$ cat src/rtl/kick_watchdog_pkg.sv
// Package kick_watchdog_pkg
// Shared widths, the register offset type and derived sizes for the
// prescaled watchdog. Assumes a 4-bit byte-offset bus with word-aligned registers.
package kick_watchdog_pkg;

    parameter int DATA_W  = 16;   // width of count and limit
    parameter int ADDR_W  = 4;    // bus offset width
    parameter int NUM_SRC = 3;    // number of tick sources
    parameter int DIV_W   = 3;    // divider code field width
    parameter int MAX_EXP = 5;    // largest power-of-four exponent

    localparam int CTRL_W  = NUM_SRC + DIV_W;  // implemented control bits
    localparam int PHASE_W = 2 * MAX_EXP;      // divider phase counter width

    // Register byte offsets; the positions are what software decodes.
    typedef enum logic [ADDR_W-1:0] {
        OFS_LIMIT  = 4'h0,
        OFS_ENABLE = 4'h4,
        OFS_COUNT  = 4'h8,
        OFS_CTRL   = 4'hC
    } reg_ofs_e;

endpackage

$ cat src/rtl/kick_watchdog_regs.sv
// Module kick_watchdog_regs
// Holds the limit, enable and control registers. Decodes bus writes into
// the count load strobe and the request-clear strobe, and muxes read data.
// Assumes single-cycle bus accesses. Reads are combinational from bus_addr.
module kick_watchdog_regs
    import kick_watchdog_pkg::*;
#(
    parameter int DW = DATA_W,
    parameter int AW = ADDR_W,
    parameter int CW = CTRL_W
) (
    input  logic          clk,
    input  logic          rst_n,
    input  logic          bus_en,
    input  logic          bus_we,
    input  logic [AW-1:0] bus_addr,
    input  logic [DW-1:0] bus_wdata,
    input  logic [DW-1:0] count_val,
    output logic [DW-1:0] bus_rdata,
    output logic [DW-1:0] limit_q,
    output logic          run_q,
    output logic [CW-1:0] ctrl_q,
    output logic          count_load,
    output logic          req_clear
);

    logic wr_any;
    logic hit_limit, hit_enable, hit_count, hit_ctrl;

    // Decode which register the current access targets.
    always_comb begin
        wr_any     = bus_en && bus_we;
        hit_limit  = (bus_addr == OFS_LIMIT);
        hit_enable = (bus_addr == OFS_ENABLE);
        hit_count  = (bus_addr == OFS_COUNT);
        hit_ctrl   = (bus_addr == OFS_CTRL);
    end

    // Strobes consumed by the counting core.
    always_comb begin
        count_load = wr_any && hit_count;
        req_clear  = wr_any && hit_enable && !bus_wdata[0];
    end

    // Store the configuration registers on bus writes.
    always_ff @(posedge clk) begin
        if (!rst_n) begin
            limit_q <= '0;
            run_q   <= 1'b0;
            ctrl_q  <= '0;
        end else if (wr_any) begin
            if (hit_limit)  limit_q <= bus_wdata;
            if (hit_enable) run_q   <= bus_wdata[0];
            if (hit_ctrl)   ctrl_q  <= bus_wdata[CW-1:0];
        end
    end

    // Read mux; reserved bits and unused offsets return zero.
    always_comb begin
        bus_rdata = '0;
        if (hit_limit)       bus_rdata = limit_q;
        else if (hit_enable) bus_rdata[0] = run_q;
        else if (hit_count)  bus_rdata = count_val;
        else if (hit_ctrl)   bus_rdata[CW-1:0] = ctrl_q;
    end

endmodule

$ cat src/rtl/kick_watchdog_prescale.sv
// Module kick_watchdog_prescale
// Gates the tick sources with the one-hot select and divides the chosen
// source by 4^code. Codes above MAX_EXP saturate. Assumes the source inputs
// are single-cycle pulses in the clk domain. An invalid select yields no ticks.
module kick_watchdog_prescale
    import kick_watchdog_pkg::*;
#(
    parameter int NS   = NUM_SRC,
    parameter int DVW  = DIV_W,
    parameter int MEXP = MAX_EXP,
    parameter int PW   = PHASE_W
) (
    input  logic           clk,
    input  logic           rst_n,
    input  logic [NS-1:0]  src_pulse,
    input  logic [NS-1:0]  src_sel,
    input  logic [DVW-1:0] div_code,
    input  logic           run,
    input  logic           phase_clr,
    output logic           pre_tick
);

    localparam logic [PW:0]    ONE_W    = 1;
    localparam logic [DVW-1:0] EXP_SAT  = DVW'(MEXP);

    logic [NS-1:0]  gated;
    logic [1:0]     sel_cnt;
    logic           sel_ok;
    logic           src_hit;
    logic [DVW-1:0] exp_eff;
    logic [PW:0]    span;
    logic [PW-1:0]  terminal;
    logic [PW-1:0]  phase_q;

    // One AND gate per source between its pulse and its select bit.
    for (genvar gi = 0; gi < NS; gi++) begin : g_gate
        assign gated[gi] = src_pulse[gi] & src_sel[gi];
    end

    // Count the set select bits; exactly one is required.
    always_comb begin
        sel_cnt = '0;
        for (int i = 0; i < NS; i++) begin
            if (src_sel[i] && sel_cnt != 2'd2) sel_cnt = sel_cnt + 2'd1;
        end
        sel_ok  = (sel_cnt == 2'd1);
        src_hit = sel_ok && (|gated);
    end

    // Saturate the exponent and derive the terminal phase 4^exp - 1.
    always_comb begin
        exp_eff  = (div_code > EXP_SAT) ? EXP_SAT : div_code;
        span     = ONE_W << {exp_eff, 1'b0};
        terminal = PW'(span - ONE_W);
    end

    // A prescaled tick fires when the running phase reaches the terminal.
    always_comb begin
        pre_tick = run && src_hit && (phase_q >= terminal);
    end

    // Advance or restart the divider phase.
    always_ff @(posedge clk) begin
        if (!rst_n) begin
            phase_q <= '0;
        end else if (phase_clr) begin
            phase_q <= '0;
        end else if (run && src_hit) begin
            phase_q <= pre_tick ? '0 : phase_q + 1'b1;
        end
    end

endmodule

$ cat src/rtl/kick_watchdog_core.sv
// Module kick_watchdog_core
// The count register, the limit compare and the sticky reset request.
// Assumes pre_tick already includes the run gating. A bus load beats a
// tick that arrives in the same cycle.
module kick_watchdog_core
    import kick_watchdog_pkg::*;
#(
    parameter int DW = DATA_W
) (
    input  logic          clk,
    input  logic          rst_n,
    input  logic          run,
    input  logic          pre_tick,
    input  logic          count_load,
    input  logic [DW-1:0] load_val,
    input  logic [DW-1:0] limit,
    input  logic          req_clear,
    output logic [DW-1:0] count_q,
    output logic          req_q
);

    logic at_limit;
    logic step;
    logic trip;

    // Classify the current tick as a step or a trip.
    always_comb begin
        at_limit = (count_q == limit);
        step     = run && pre_tick && !count_load && !at_limit;
        trip     = run && pre_tick && !count_load && at_limit;
    end

    // Update the count register.
    always_ff @(posedge clk) begin
        if (!rst_n)          count_q <= '0;
        else if (count_load) count_q <= load_val;
        else if (step)       count_q <= count_q + 1'b1;
    end

    // Set the sticky request on a trip; clear it on a disable write.
    always_ff @(posedge clk) begin
        if (!rst_n)         req_q <= 1'b0;
        else if (req_clear) req_q <= 1'b0;
        else if (trip)      req_q <= 1'b1;
    end

endmodule

$ cat src/rtl/kick_watchdog.sv
// Module kick_watchdog
// Top of the prescaled watchdog: the register file, the source select with
// its divider, and the counting core. Assumes the tick inputs are
// synchronous one-cycle pulses.
module kick_watchdog
    import kick_watchdog_pkg::*;
#(
    parameter int DW = DATA_W,
    parameter int AW = ADDR_W
) (
    input  logic          clk,
    input  logic          rst_n,
    input  logic          pclk_tick,
    input  logic          rtc_tick,
    input  logic          ext_tick,
    input  logic          bus_en,
    input  logic          bus_we,
    input  logic [AW-1:0] bus_addr,
    input  logic [DW-1:0] bus_wdata,
    output logic [DW-1:0] bus_rdata,
    output logic          reset_req
);

    logic [DW-1:0]      limit_q;
    logic               run_q;
    logic [CTRL_W-1:0]  ctrl_q;
    logic               count_load;
    logic               req_clear;
    logic               pre_tick;
    logic [DW-1:0]      count_q;
    logic [NUM_SRC-1:0] src_pulse;

    // Gather the tick sources in select-bit order.
    assign src_pulse = {ext_tick, rtc_tick, pclk_tick};

    kick_watchdog_regs #(.DW(DW), .AW(AW), .CW(CTRL_W)) u_regs (
        .clk        (clk),
        .rst_n      (rst_n),
        .bus_en     (bus_en),
        .bus_we     (bus_we),
        .bus_addr   (bus_addr),
        .bus_wdata  (bus_wdata),
        .count_val  (count_q),
        .bus_rdata  (bus_rdata),
        .limit_q    (limit_q),
        .run_q      (run_q),
        .ctrl_q     (ctrl_q),
        .count_load (count_load),
        .req_clear  (req_clear)
    );

    kick_watchdog_prescale #(
        .NS(NUM_SRC), .DVW(DIV_W), .MEXP(MAX_EXP), .PW(PHASE_W)
    ) u_prescale (
        .clk       (clk),
        .rst_n     (rst_n),
        .src_pulse (src_pulse),
        .src_sel   (ctrl_q[NUM_SRC-1:0]),
        .div_code  (ctrl_q[CTRL_W-1:NUM_SRC]),
        .run       (run_q),
        .phase_clr (count_load),
        .pre_tick  (pre_tick)
    );

    kick_watchdog_core #(.DW(DW)) u_core (
        .clk        (clk),
        .rst_n      (rst_n),
        .run        (run_q),
        .pre_tick   (pre_tick),
        .count_load (count_load),
        .load_val   (bus_wdata),
        .limit      (limit_q),
        .req_clear  (req_clear),
        .count_q    (count_q),
        .req_q      (reset_req)
    );

endmodule

$ cat config.mk
export PLATFORM = sky130hd
export DESIGN_NAME = kick_watchdog
export DESIGN_NICKNAME = d
export VERILOG_FILES = /design/src/rtl/kick_watchdog_pkg.sv /design/src/rtl/kick_watchdog_regs.sv /design/src/rtl/kick_watchdog_prescale.sv /design/src/rtl/kick_watchdog_core.sv /design/src/rtl/kick_watchdog.sv
export SDC_FILE = /design/constraint.sdc
export NUM_CORES = 1
export LEC_CHECK = 0
export BUFFER_PORTS_ARGS = -buffer_cell sky130_fd_sc_hd__buf_2
export CAP_MARGIN = 20
export CORE_AREA = 4 4 98 100
export DETAILED_ROUTE_END_ITERATION = 12
export DIE_AREA = 0 0 102 104
export MAX_ROUTING_LAYER = met4
export PLACE_DENSITY = 0.66
export SYNTH_ARGS = -nofsm -noshare
export SYNTH_HDL_FRONTEND = slang
export SYNTH_HIERARCHICAL = 1
export SYNTH_SLANG_ARGS = --single-unit
export TNS_END_PERCENT = 100
$ cat constraint.sdc
create_clock -name clk -period 4.5 [get_ports clk]
set_clock_uncertainty 0.1 [all_clocks]
set_input_delay 0 -clock clk [delete_from_list [all_inputs] [get_ports clk]]
set_output_delay 0 -clock clk [all_outputs]
set_load 0.02 [all_outputs]
==> results.toml <==
[status]
status = "finished clean"

[power_and_ir_drop]
peakVddDrop_mv = 0.136
powerDensity_nw_per_um2 = 228
p_leak_nw = 1.47

[final_layout]
nets = 490
final_cells = 557
drive_gt1_share_pct = 17.1
area_delta_synth_final_pct = 14.3
fill_cells = 898
diodes = 0

[clocking]
cts_tree = "yes"
cts-root-buf = "clkbuf_8"
cts_setup_buffers = 0
clock_path_buffers = 2
insertion_delay_ns = 0.32
numCtsBuffers = 5
h-tree-depth = 2
clkTransAtPathRegs_ns = 0.10
clkSinkCount = 50

[yosys]
yosys_most_used_dff = "dfxtp_1"
synth_edf_count = 0
yosys_warnings = 6
synth_cell_type_count = 60
postSynth.asyncResetShare_pct = 0
synthCells = 405
synth-seq-cells = 50
netlist_area_um2 = 3410
syn_area_per_cell_um2 = 8.41
syn-num-nets = 447
synth_seq_area_share_pct = 29.4

[routing]
dr.pass1.iters = 5
routed_wl_mm = 8.52
first_iter_violations = 200
drc = 0
ant_nets = 0
wire_per_inst_um = 15.3
viasPerCell = 5.73
via_count = 3190

[worst_setup_path]
path_cells = "or3_1, ha_1, xnor2_1, ha_1, nand3_1, a211oi_2, a2111oi_4, a21oi_1, and2_1, nand3_1, or4_1, a31oi_1"
worstPathMaxFanout = 14
slowest_delay_ns = 0.60
cp_data_required_time_ns = 4.64
cp_top_family = "simple AND/OR/NAND/NOR gates"
crit_arrival_ns = 4.02
crit_type = "flop to flop"
crit_path_start_kind = "flop"
endpoint_kind = "flop"
slowest_stage = "or4_1"
cp.buffers_inverters = 0

[global_routing]
grt_max_degree = 59
grt_antenna_before_repair = 0
overflow = 0
grt_pass1_wl_mm = 14.1
grt_pass1_vias = 2919
groute.usage.overall_pct = 16.6

[floorplanning]
die_width_um = 102
dieArea_um2 = 10600
die_h_um = 104
rows = 34
core_um2 = 8680
initial_core_util_pct = 39.2
ios = 44

[sta]
fin_hold_ws_ns = 0.0778
max-slew-margin-rel_pct = 39.1
rsz0062_at_grt = "false"
setup_viol = 0
setup_tns_ns = 0
worstMarginPinSlew_ns = 0.914
min_period_ns = 3.87
fmax_mhz = 258
maxSlewViolCount = 0
finalHoldViolCount = 0
timing.final.crit_share_pct = 86.1

[placed_design]
port_buffers = 43
dp.cells = 533
place_congestion = 0.817
post-dp-hpwl_mm = 6.05

[hold_path]
hold_class = "input port to flop"

[run]
maxCapViolations = 0
[logic make-up after synthesis]
logic type / count (synthesis) / synth area share, %
and+or+nand+nor: 170 / 27.7
AOI/OAI and AO/OA: 86 / 17.9
DFF: 50 / 29.4
buffers and inverters: 38 / 6.06
muxes: 29 / 9.07
xor gates and xnor gates: 17 / 4.37
adders and majority gates: 15 / 5.51
[worst register-to-register path: stages (launching register included)]
cell and delay (ns):
dfxtp_1 0.38, or3_1 0.44, ha_1 0.23, xnor2_1 0.13, ha_1 0.34, nand3_1 0.10, a211oi_2 0.27, a2111oi_4 0.08
a21oi_1 0.31, and2_1 0.27, nand3_1 0.39, or4_1 0.60, a31oi_1 0.17
[through the flow]
stage | worst slack (ns) | total power [mW] | utilization [%] | area [um^2]
floorplan | 0.868 | 0.529 | - | 3410
global placement | 0.894 | 0.548 | 41.7 | 3620
detailed placement | 0.676 | 0.550 | 41.7 | 3620
CTS | 0.676 | 0.896 | 44.9 | 3890
global route | 0.412 | 0.921 | 44.9 | 3890
finish | 0.626 | 0.888 | 44.9 | 3890
[synthesized netlist by cell type (5+ instances only)]
cell       n  share of area, %
or4_1      8               1.8
a31oi_1   19               3.5
ha_1      15               5.5
inv_1     12               1.3
nand4_1   16               2.9
o21ai_0   17               2.5
nand3_1   16               2.4
and3_1     5              0.92
nor2_1    15               1.7
buf_2      6              0.88
buf_6      6               2.0
xnor2_1   17               4.4
mux2i_1   23               6.8
a21oi_1    6              0.88
or3_1      6               1.1
dfxtp_1   50                29
mux2_2     5               1.7
clkbuf_1   9              0.99
nand2_1   61               6.7
o31ai_1    9               2.0
a22oi_1    5               1.1
a22o_1    10               2.6
nor3_1    10               1.5
[per-layer routing]
layer | vias up | wire length, um | track usage, %
met3 | 8 | 402 | 2.21
met1 | 1508 | 4240 | 24.2
met2 | 77 | 3760 | 24.1
met5 | - | 0 | -
li1 | 1597 | - | -
met4 | 0 | 112 | 4.31
[area by class of cell]
type / count / area [um^2] / share of cell area [%]
multi-input cells: 317 / 2200 / 56.5
clock inverters: 3 / 47.5 / 1.22
inverters: 12 / 45.0 / 1.16
flip-flops and latches: 50 / 1000 / 25.7
repair buffers: 62 / 398 / 10.2
clock buffers: 5 / 68.8 / 1.77
well taps: 108 / 135 / 3.47
[sequential cells by signal (all words and copies together), names as in the netlist]
register            flops
u_core/count_q         16
u_regs/limit_q         16
u_prescale/phase_q     10
u_regs/ctrl_q           6
u_core/req_q            1
u_regs/run_q            1
[cells in the final DEF, fill, tap and decap left out, types with 5 or more instances in the layout]
cell / Yosys / final
a21oi_1: 6 / 6
a22o_1: 10 / 10
a22oi_1: 5 / 5
a31oi_1: 19 / 19
and3_1: 5 / 5
buf_2: 6 / 43
clkbuf_8: 0 / 5
dfxtp_1: 50 / 50
dlygate4sd3_1: 0 / 16
ha_1: 15 / 15
inv_1: 12 / 12
mux2_2: 5 / 5
mux2i_1: 23 / 23
nand2_1: 61 / 61
nand3_1: 16 / 16
nand4_1: 16 / 16
nor2_1: 15 / 15
nor3_1: 10 / 10
o21ai_0: 17 / 17
o31ai_1: 9 / 9
or3_1: 6 / 6
or4_1: 8 / 8
xnor2_1: 17 / 17
[where the power goes]
group | internal [mW] | total, mW | leakage [nW] | switching (mW)
Sequential | 0.445 | 0.450 | 0.403 | 0.00457
Combinational | 0.0399 | 0.101 | 1.01 | 0.0609
Clock | 0.169 | 0.338 | 0.0587 | 0.169
[path summary, 6_finish.rpt]
| path | to | cells past startpoint | slack [ns] | from |
|---|---|---|---|---|
| worst max-delay path | u_core/count_q[13] | 12 | 0.63 | u_regs/ctrl_q[3] |
| worst min-delay path | u_regs/run_q | 3 | 0.08 | bus_addr[2] |
| worst max register to register | u_core/count_q[13] | 12 | 0.63 | u_regs/ctrl_q[3] |
| worst min register to register | u_regs/limit_q[14] | 2 | 0.40 | u_regs/limit_q[14] |
[repair_timing]
item / in CTS / in global routing
gates resized for setup: 0 / 0
hold buffers: 16 / 0
hold endpoints to repair: 39 / 0
Power figures use the tool's default switching activity.
